--- config.mk ---
export PLATFORM = sky130hd
export DESIGN_NAME = tlb_miss_capture
export DESIGN_NICKNAME = d
export VERILOG_FILES = /design/src/rtl/tlbm_pkg.sv /design/src/rtl/tlbm_fault_addr.sv /design/src/rtl/tlbm_assist_fmt.sv /design/src/rtl/tlb_miss_capture.sv
export SDC_FILE = /design/constraint.sdc
export NUM_CORES = 1
export LEC_CHECK = 0
export BUFFER_PORTS_ARGS = -buffer_cell sky130_fd_sc_hd__clkbuf_2
export CORE_AREA = 5 5 144 146
export DETAILED_ROUTE_END_ITERATION = 10
export DIE_AREA = 0 0 149 151
export GPL_TIMING_DRIVEN = 0
export PLACE_DENSITY = 0.68
export SLEW_MARGIN = 20
export SYNTH_ARGS = -nofsm -noshare
export SYNTH_HDL_FRONTEND = slang
export SYNTH_HIERARCHICAL = 1
export SYNTH_SLANG_ARGS = --single-unit
--- constraint.sdc ---
create_clock -name clk -period 5.2 [get_ports clk]
set_clock_uncertainty 0.15 [all_clocks]
set_input_delay 1.04 -clock clk [delete_from_list [all_inputs] [get_ports clk]]
set_output_delay 1.04 -clock clk [all_outputs]
set_load 0.01 [all_outputs]
--- src/rtl/tlbm_pkg.sv ---
// Package: shared constants for the TLB miss capture block.
// Assumes a 32-bit machine state register and syndrome, LSB-0 bit numbering.
package tlbm_pkg;
    localparam int MSR_W      = 32;
    localparam int PAGE_SHIFT = 12;
    localparam int MSR_CE     = 17;
    localparam int MSR_ME     = 12;
    localparam int MSR_DE     = 9;
    localparam int MSR_IS     = 5;
    localparam int MSR_DS     = 4;
    localparam int ESR_ST     = 23;
    localparam int PERM_W     = 6;

    localparam logic [MSR_W-1:0] MSR_KEEP =
        (32'd1 << MSR_CE) | (32'd1 << MSR_ME) | (32'd1 << MSR_DE);

    typedef enum logic [1:0] {
        TID_PID0 = 2'd0,
        TID_PID1 = 2'd1,
        TID_PID2 = 2'd2,
        TID_RSVD = 2'd3
    } tid_sel_e;
endpackage

--- src/rtl/tlbm_fault_addr.sv ---
// Module: tlbm_fault_addr
// Computes the data fault address for a miss. It picks the first accessed
// byte, or the first byte of the following page when the access crosses into
// that page and the second page is the one that missed.
// Assumes an access never spans more than two pages (offset < page size).
module tlbm_fault_addr #(
    parameter int ADDR_W  = 32,
    parameter int OFS_W   = 4,
    parameter int PG_SHFT = 12
) (
    input  logic [ADDR_W-1:0] ea,
    input  logic [OFS_W-1:0]  last_ofs,
    input  logic              hi_miss,
    output logic [ADDR_W-1:0] fault_addr
);
    localparam int PN_W = ADDR_W - PG_SHFT;

    logic [ADDR_W-1:0] last_byte;
    logic              crosses;

    // Address of the last accessed byte and the page-crossing test.
    always_comb begin
        last_byte = ea + {{(ADDR_W-OFS_W){1'b0}}, last_ofs};
        crosses   = last_byte[ADDR_W-1:PG_SHFT] != ea[ADDR_W-1:PG_SHFT];
    end

    // Select the reported byte.
    always_comb begin
        if (crosses && hi_miss)
            fault_addr = {last_byte[ADDR_W-1:PG_SHFT], {PG_SHFT{1'b0}}};
        else
            fault_addr = ea;
    end

    logic [PN_W-1:0] unused_pn;
    assign unused_pn = '0;
endmodule

--- src/rtl/tlbm_assist_fmt.sv ---
// Module: tlbm_assist_fmt
// Forms the event-dependent MMU assist fields: the entry select and next
// victim from the victim hint, the translation ID from the selected process
// ID, and the address-space bit from the machine state.
// Assumes the victim hint is already valid in the cycle of the miss.
module tlbm_assist_fmt
    import tlbm_pkg::*;
#(
    parameter int NV_W  = 1,
    parameter int PID_W = 8
) (
    input  logic             is_data,
    input  logic             tlbsel,
    input  logic [1:0]       tidsel,
    input  logic [NV_W-1:0]  nv_hint,
    input  logic [PID_W-1:0] pid0,
    input  logic [PID_W-1:0] pid1,
    input  logic [PID_W-1:0] pid2,
    input  logic [MSR_W-1:0] msr,
    output logic [NV_W-1:0]  esel,
    output logic [NV_W-1:0]  nv,
    output logic [PID_W-1:0] tid,
    output logic             ts
);
    // Victim fields apply only to the set-associative array (select 0).
    always_comb begin
        if (!tlbsel) begin
            esel = nv_hint;
            nv   = ~nv_hint;
        end else begin
            esel = '0;
            nv   = '0;
        end
    end

    // Translation ID from the chosen process-ID register; code 3 maps to PID0.
    always_comb begin
        unique case (tid_sel_e'(tidsel))
            TID_PID1: tid = pid1;
            TID_PID2: tid = pid2;
            default:  tid = pid0;
        endcase
    end

    // Address space follows the instruction or data space bit.
    always_comb ts = is_data ? msr[MSR_DS] : msr[MSR_IS];
endmodule

--- src/rtl/tlb_miss_capture.sv ---
// Module: tlb_miss_capture (top)
// Captures interrupt state and MMU assist fields on a TLB miss in one edge,
// then pulses kill and the machine-state write strobe for one cycle.
// Assumes the pipeline holds no other interrupt in the same cycle. Misses
// reported while kill is high are dropped.
module tlb_miss_capture
    import tlbm_pkg::*;
#(
    parameter int ADDR_W  = 32,
    parameter int OFS_W   = 4,
    parameter int NV_W    = 1,
    parameter int PID_W   = 8,
    parameter int TSIZE_W = 4,
    parameter int ATTR_W  = 5,
    parameter int UATTR_W = 2
) (
    input  logic                        clk,
    input  logic                        rst_n,
    input  logic                        miss_valid,
    input  logic                        miss_is_data,
    input  logic [ADDR_W-1:0]           fetch_ea,
    input  logic [ADDR_W-1:0]           data_ea,
    input  logic [OFS_W-1:0]            data_last_ofs,
    input  logic                        data_hi_miss,
    input  logic                        data_store_cls,
    input  logic [MSR_W-1:0]            msr_cur,
    input  logic                        dflt_tlbsel,
    input  logic [1:0]                  dflt_tidsel,
    input  logic [TSIZE_W-1:0]          dflt_tsize,
    input  logic [ATTR_W-1:0]           dflt_attr,
    input  logic [UATTR_W-1:0]          dflt_uattr,
    input  logic [PID_W-1:0]            pid0,
    input  logic [PID_W-1:0]            pid1,
    input  logic [PID_W-1:0]            pid2,
    input  logic [NV_W-1:0]             nv_hint,
    output logic                        kill,
    output logic                        msr_we,
    output logic [MSR_W-1:0]            msr_new,
    output logic [ADDR_W-1:0]           srr0,
    output logic [MSR_W-1:0]            srr1,
    output logic [ADDR_W-1:0]           dear,
    output logic [MSR_W-1:0]            esr,
    output logic                        mas_tlbsel,
    output logic [NV_W-1:0]             mas_esel,
    output logic [NV_W-1:0]             mas_nv,
    output logic                        mas_valid,
    output logic                        mas_iprot,
    output logic [PID_W-1:0]            mas_tid,
    output logic                        mas_ts,
    output logic [TSIZE_W-1:0]          mas_tsize,
    output logic [ADDR_W-PAGE_SHIFT-1:0] mas_epn,
    output logic [ATTR_W-1:0]           mas_attr,
    output logic [UATTR_W-1:0]          mas_uattr,
    output logic [ADDR_W-PAGE_SHIFT-1:0] mas_rpn,
    output logic [PERM_W-1:0]           mas_perm
);
    localparam int EPN_W = ADDR_W - PAGE_SHIFT;

    logic              accept;
    logic [ADDR_W-1:0] fault_addr;
    logic [NV_W-1:0]   esel_d;
    logic [NV_W-1:0]   nv_d;
    logic [PID_W-1:0]  tid_d;
    logic              ts_d;
    logic [EPN_W-1:0]  epn_d;

    // One event at a time: nothing is taken while the kill is pending.
    always_comb accept = miss_valid && !kill;

    tlbm_fault_addr #(
        .ADDR_W  (ADDR_W),
        .OFS_W   (OFS_W),
        .PG_SHFT (PAGE_SHIFT)
    ) u_fault_addr (
        .ea         (data_ea),
        .last_ofs   (data_last_ofs),
        .hi_miss    (data_hi_miss),
        .fault_addr (fault_addr)
    );

    tlbm_assist_fmt #(
        .NV_W  (NV_W),
        .PID_W (PID_W)
    ) u_assist_fmt (
        .is_data (miss_is_data),
        .tlbsel  (dflt_tlbsel),
        .tidsel  (dflt_tidsel),
        .nv_hint (nv_hint),
        .pid0    (pid0),
        .pid1    (pid1),
        .pid2    (pid2),
        .msr     (msr_cur),
        .esel    (esel_d),
        .nv      (nv_d),
        .tid     (tid_d),
        .ts      (ts_d)
    );

    // Page number of the access that missed.
    always_comb epn_d = miss_is_data ? fault_addr[ADDR_W-1:PAGE_SHIFT]
                                     : fetch_ea[ADDR_W-1:PAGE_SHIFT];

    // Kill pulse and machine-state write strobe.
    always_ff @(posedge clk) begin
        if (!rst_n) kill <= 1'b0;
        else        kill <= accept;
    end

    always_comb msr_we = kill;

    // Interrupt save state and the reduced machine state.
    always_ff @(posedge clk) begin
        if (!rst_n) begin
            srr0    <= '0;
            srr1    <= '0;
            msr_new <= '0;
        end else if (accept) begin
            srr0    <= fetch_ea;
            srr1    <= msr_cur;
            msr_new <= msr_cur & MSR_KEEP;
        end
    end

    // Data fault address and syndrome, written only by data misses.
    always_ff @(posedge clk) begin
        if (!rst_n) begin
            dear <= '0;
            esr  <= '0;
        end else if (accept && miss_is_data) begin
            dear <= fault_addr;
            esr  <= data_store_cls ? (32'd1 << ESR_ST) : '0;
        end
    end

    // MMU assist fields preloaded for the refill handler.
    always_ff @(posedge clk) begin
        if (!rst_n) begin
            mas_tlbsel <= 1'b0;
            mas_esel   <= '0;
            mas_nv     <= '0;
            mas_valid  <= 1'b0;
            mas_iprot  <= 1'b0;
            mas_tid    <= '0;
            mas_ts     <= 1'b0;
            mas_tsize  <= '0;
            mas_epn    <= '0;
            mas_attr   <= '0;
            mas_uattr  <= '0;
            mas_rpn    <= '0;
            mas_perm   <= '0;
        end else if (accept) begin
            mas_tlbsel <= dflt_tlbsel;
            mas_esel   <= esel_d;
            mas_nv     <= nv_d;
            mas_valid  <= 1'b1;
            mas_iprot  <= 1'b0;
            mas_tid    <= tid_d;
            mas_ts     <= ts_d;
            mas_tsize  <= dflt_tsize;
            mas_epn    <= epn_d;
            mas_attr   <= dflt_attr;
            mas_uattr  <= dflt_uattr;
            mas_rpn    <= '0;
            mas_perm   <= '0;
        end
    end
endmodule

==> flow_summary.rst <==
.. list-table::
   :header-rows: 1

   * - Metric
     - Value
   * - CP Max Fanout
     - 8
   * - Number of buffers added by the clock tree synthesis step
     - 17
   * - Clk sink count
     - 142
   * - NetSw
     - 784.2 uW
   * - Residual DRC count
     - 0
   * - Area used by multi-input combinational logic
     - approximately 3300 um^2
   * - Number of warnings reported in the yosys synthesis log
     - 6
   * - Synth Area in XOR/XNOR
     - 1.786%
   * - Least-Margin Pin Slew
     - around 0.81 ns
   * - Startpoint type of the worst setup path
     - input port
   * - Max Clock Freq
     - 0.3089 GHz
   * - Final GP Congestion
     - 0.8361
   * - Met3 Usage GRT
     - 6.314%
   * - Post-route fraction of the period consumed by the critical path
     - approximately 62%
   * - Switching part of the total power
     - a little over a quarter
   * - Vias per cell
     - 4.434
   * - Effective utilization at floorplan
     - 35.63%
   * - Ordered list of cells on the worst path
     - clkbuf_2, ha_1, o21ai_1, a211o_1, a21oi_1, nand4_1, xnor2_1, mux2i_1, a21oi_1
   * - Post-synthesis share of cell area spent on and, or, nand and nor gates
     - 21.96%
   * - Largest area contributor in the netlist
     - sky130_fd_sc_hd__dfxtp_1
   * - Run status
     - finished clean
   * - Sum Neg Setup Slack
     - 0 ns
   * - Max-slew violation count
     - 0
   * - Vertical extent of the die
     - between 150 and 200 um
   * - Leading cell type by number of instances after synthesis
     - sky130_fd_sc_hd__nand2_1
   * - Post-cts sizing count
     - 0
   * - Most heavily used metal layer in global routing
     - met2
   * - Most used DFF post-synth
     - sky130_fd_sc_hd__dfxtp_1
   * - Internal Power
     - 2.181 mW
   * - Count of routing violations after the opening detailed-route iteration
     - 281
   * - Syn Std Cell Area
     - 6865 um^2
   * - Crit-path max cell delay
     - 0.64 ns
   * - Post-CTS setup repair buffer count
     - 0
   * - Clock insertion delay at the later pin of the skew report
     - about 0.4 ns
   * - Number of antenna violations at the first check in global routing
     - 0
   * - I/O pin count
     - 378
   * - Clock Tree Root
     - sky130_fd_sc_hd__clkbuf_16
   * - Clk network pwr share
     - between 40% and 50%
   * - Critical Path End Type
     - flop
   * - CTS HTree Levels
     - 4
   * - Worst path top cell family by delay
     - compound AO/OA/AOI/OAI gates
   * - Final Hold Violating Endpoints
     - 0
   * - Relative contribution of sequential cells to total power
     - about two fifths
   * - All-Layer GR Usage
     - 19.72%
   * - Post-synthesis register bit count
     - 142
   * - Number of nets with antenna violations after routing
     - 0
   * - Die area
     - 22500 um^2
   * - CTS tree
     - done
   * - Net count reported at finish
     - roughly 1.4k
   * - Tightest slew margin relative to the limit
     - between 40% and 50%
   * - Met2 Track Usage GR
     - 34.42%
   * - Worst-case clock buffer depth
     - 2
   * - Combinational family with the most area after synthesis
     - simple AND/OR/NAND/NOR gates
   * - Overall die width
     - 149 um
   * - Post-route cell area
     - 9593 um^2
   * - Data required time of the worst path
     - 5.40 ns
   * - Hold_buf cts
     - 0
   * - Post-Place Setup Slack
     - 1.593 ns
   * - Standard cell core area
     - just under 20000 um^2
   * - Via Count
     - between 6k and 7k
   * - # port buffers
     - around 290
   * - Global-route wire length before repair
     - about 35 mm
   * - Crit-path slowest cell
     - sky130_fd_sc_hd__a21oi_1
   * - Compound-gate portion of the synthesized area
     - 15.44%
   * - Area taken by flip-flops and latches
     - 2843 um^2
   * - CP Data Arrival Time
     - 3.44 ns
   * - # rows
     - 51
   * - Total of max-cap violations
     - 0
   * - Yosys top cell area share
     - between 40% and 50%
   * - Number of global-route vias before repair
     - 6489
   * - Commonest cells post-synth
     - sky130_fd_sc_hd__nand2_1 (222), sky130_fd_sc_hd__dfxtp_1 (142), sky130_fd_sc_hd__buf_4 (95)
   * - Combinational Power Share
     - about 16%
   * - Largest net degree at the start of global routing
     - 17
   * - Share of post-route cells with drive strength above 1
     - between 30 and 40%
   * - Library cells used by synthesis
     - 42
   * - Standby leakage power
     - 4.950 nW
   * - Met1 capacity usage during global routing
     - 23.14%
   * - Mapped Cells
     - roughly 840
   * - IR Drop Worst-Case VDD
     - 0.2145 mV
   * - Area of placed instances
     - 8966 um^2
   * - Detailed-route wire length per cell
     - 15.16 um
   * - Number of enable-type register cells in the synthesized netlist
     - 0
   * - DR pass1 iterations
     - 5
   * - Number of setup violations in the final report
     - 0
   * - Number of filler cells placed in the layout
     - just under 2k
   * - Sequential cell area fraction in the yosys report
     - 41.41%
   * - WL final
     - 22.90 mm
   * - Dominant cell type by count on the critical path
     - sky130_fd_sc_hd__a21oi_1
   * - Unrepaired setup endpoints after global routing
     - false
   * - Clock period minus final worst setup slack
     - 3.238 ns
   * - Min-Delay Path Class
     - flop to flop
   * - Min setup slack post-route
     - a little under 2 ns
   * - Average footprint of a synthesized cell
     - 8.183 um^2
   * - Power density relative to cell area
     - 309.1 nW/um^2
   * - Final HPWL DP
     - 18.68 mm
   * - Worst setup path category
     - input port to flop
   * - Mux share of post-synthesis cell area
     - 3.517%
   * - Worst path bufs/invs
     - 1
   * - FFs w/ async S/R, synth
     - 0%
   * - Main area contributors after synthesis
     - sky130_fd_sc_hd__dfxtp_1 (41%), sky130_fd_sc_hd__nand2_1 (12%), sky130_fd_sc_hd__buf_4 (10%)
   * - Antenna diodes
     - 0
   * - Adder and majority cell fraction of the synthesized area
     - 0.9112%
   * - Area growth from synthesis to layout
     - 39.73%
   * - Clock slew at the register clock pins of the worst setup and hold paths
     - 0.06 ns
   * - Overall overflow remaining after global route
     - 0
layout by cell type, fill, tap and decap left out, types with 6 or more instances in the layout:
cell,netlist,layout
sky130_fd_sc_hd__nand3_1,74,74
sky130_fd_sc_hd__buf_4,95,95
sky130_fd_sc_hd__buf_2,27,27
sky130_fd_sc_hd__a22oi_1,8,8
sky130_fd_sc_hd__a21oi_1,21,21
sky130_fd_sc_hd__clkbuf_1,19,19
sky130_fd_sc_hd__mux2i_1,23,23
sky130_fd_sc_hd__and2b_1,8,8
sky130_fd_sc_hd__nand2_1,222,222
sky130_fd_sc_hd__clkbuf_2,0,289
sky130_fd_sc_hd__nor3_1,6,6
sky130_fd_sc_hd__nand4_1,8,8
sky130_fd_sc_hd__xor2_1,6,6
sky130_fd_sc_hd__inv_1,11,11
sky130_fd_sc_hd__dfxtp_1,142,142
sky130_fd_sc_hd__a21boi_1,78,78
sky130_fd_sc_hd__conb_1,1,87
sky130_fd_sc_hd__nor2b_1,6,6
sky130_fd_sc_hd__clkbuf_16,0,17
sky130_fd_sc_hd__a21boi_0,11,11
sky130_fd_sc_hd__xnor2_1,8,8
sky130_fd_sc_hd__o21ai_0,29,29
cells by family after synthesis:
group,after synthesis
mux,24
compound gates,155
fa+ha+maj,5
xor+xnor,14
other cells,1
simple gates,339
flops,142
buf+inv,159
final timing paths:
kind / from / end / slack (ns) / depth (start not counted)
max: data_ea[3] / mas_epn[19] / 1.96 / 9
max reg2reg: kill / mas_epn[7] / 3.55 / 4
min reg2reg: dear[17] / dear[17] / 0.30 / 2
min: dear[17] / dear[17] / 0.30 / 2
area by class of cell:
cell class | instances | share of cell area [%]
Buffer | 148 | 10.25
Sequential cell | 142 | 29.63
Tap cell | 265 | 3.456
Clock buffer | 18 | 4.578
Timing Repair Buffer | 289 | 15.08
Clock inverter | 13 | 1.956
Inverter | 11 | 0.4304
Multi-Input combinational cell | 624 | 34.62
flip-flops by register name (all words and copies together), names as in the netlist, 2 cells and up:
name / count
dear: 32
mas_attr: 5
mas_epn: 20
mas_tid: 8
mas_tsize: 4
mas_uattr: 2
srr0: 32
srr1: 32
tightest hold or removal path, stage by stage, from the launching register on:
cell and delay (ns):
sky130_fd_sc_hd__dfxtp_1 0.31, sky130_fd_sc_hd__nand3_1 0.06, sky130_fd_sc_hd__nand2_1 0.04
power by group through the flow:
stage / registers (mW) / logic [mW] / clock network (mW)
CTS: 1.19 / 0.489 / 1.33
floorplan: 1.24 / 0.257 / 0
detailed placement: 1.21 / 0.487 / 0
global placement: 1.21 / 0.483 / 0
global route: 1.19 / 0.541 / 1.37
finish: 1.19 / 0.486 / 1.29
metrics by stage:
stage          hold slack (ns)  utilization, %  power, mW  std cells
3_5_place_dp            0.2918           46.53      1.699       1479
2_1_floorplan           0.3238               -      1.495        925
3_3_place_gp            0.2879           46.53      1.692       1479
6_report                0.2984           49.78      2.965       1510
5_1_grt                 0.3182           49.78      3.110       1510
4_1_cts                 0.3028           49.78      3.003       1510
layer usage:
metal | routed length (um) | part of all wire (%) | vias up
met2 | 11190 | 49 | 261
met4 | 415 | 1.8 | 0
li1 | - | - | 3401
met5 | 0 | 0 | -
met1 | 9396 | 41 | 3006
met3 | 1896 | 8.3 | 27
Power figures use the tool's default switching activity.
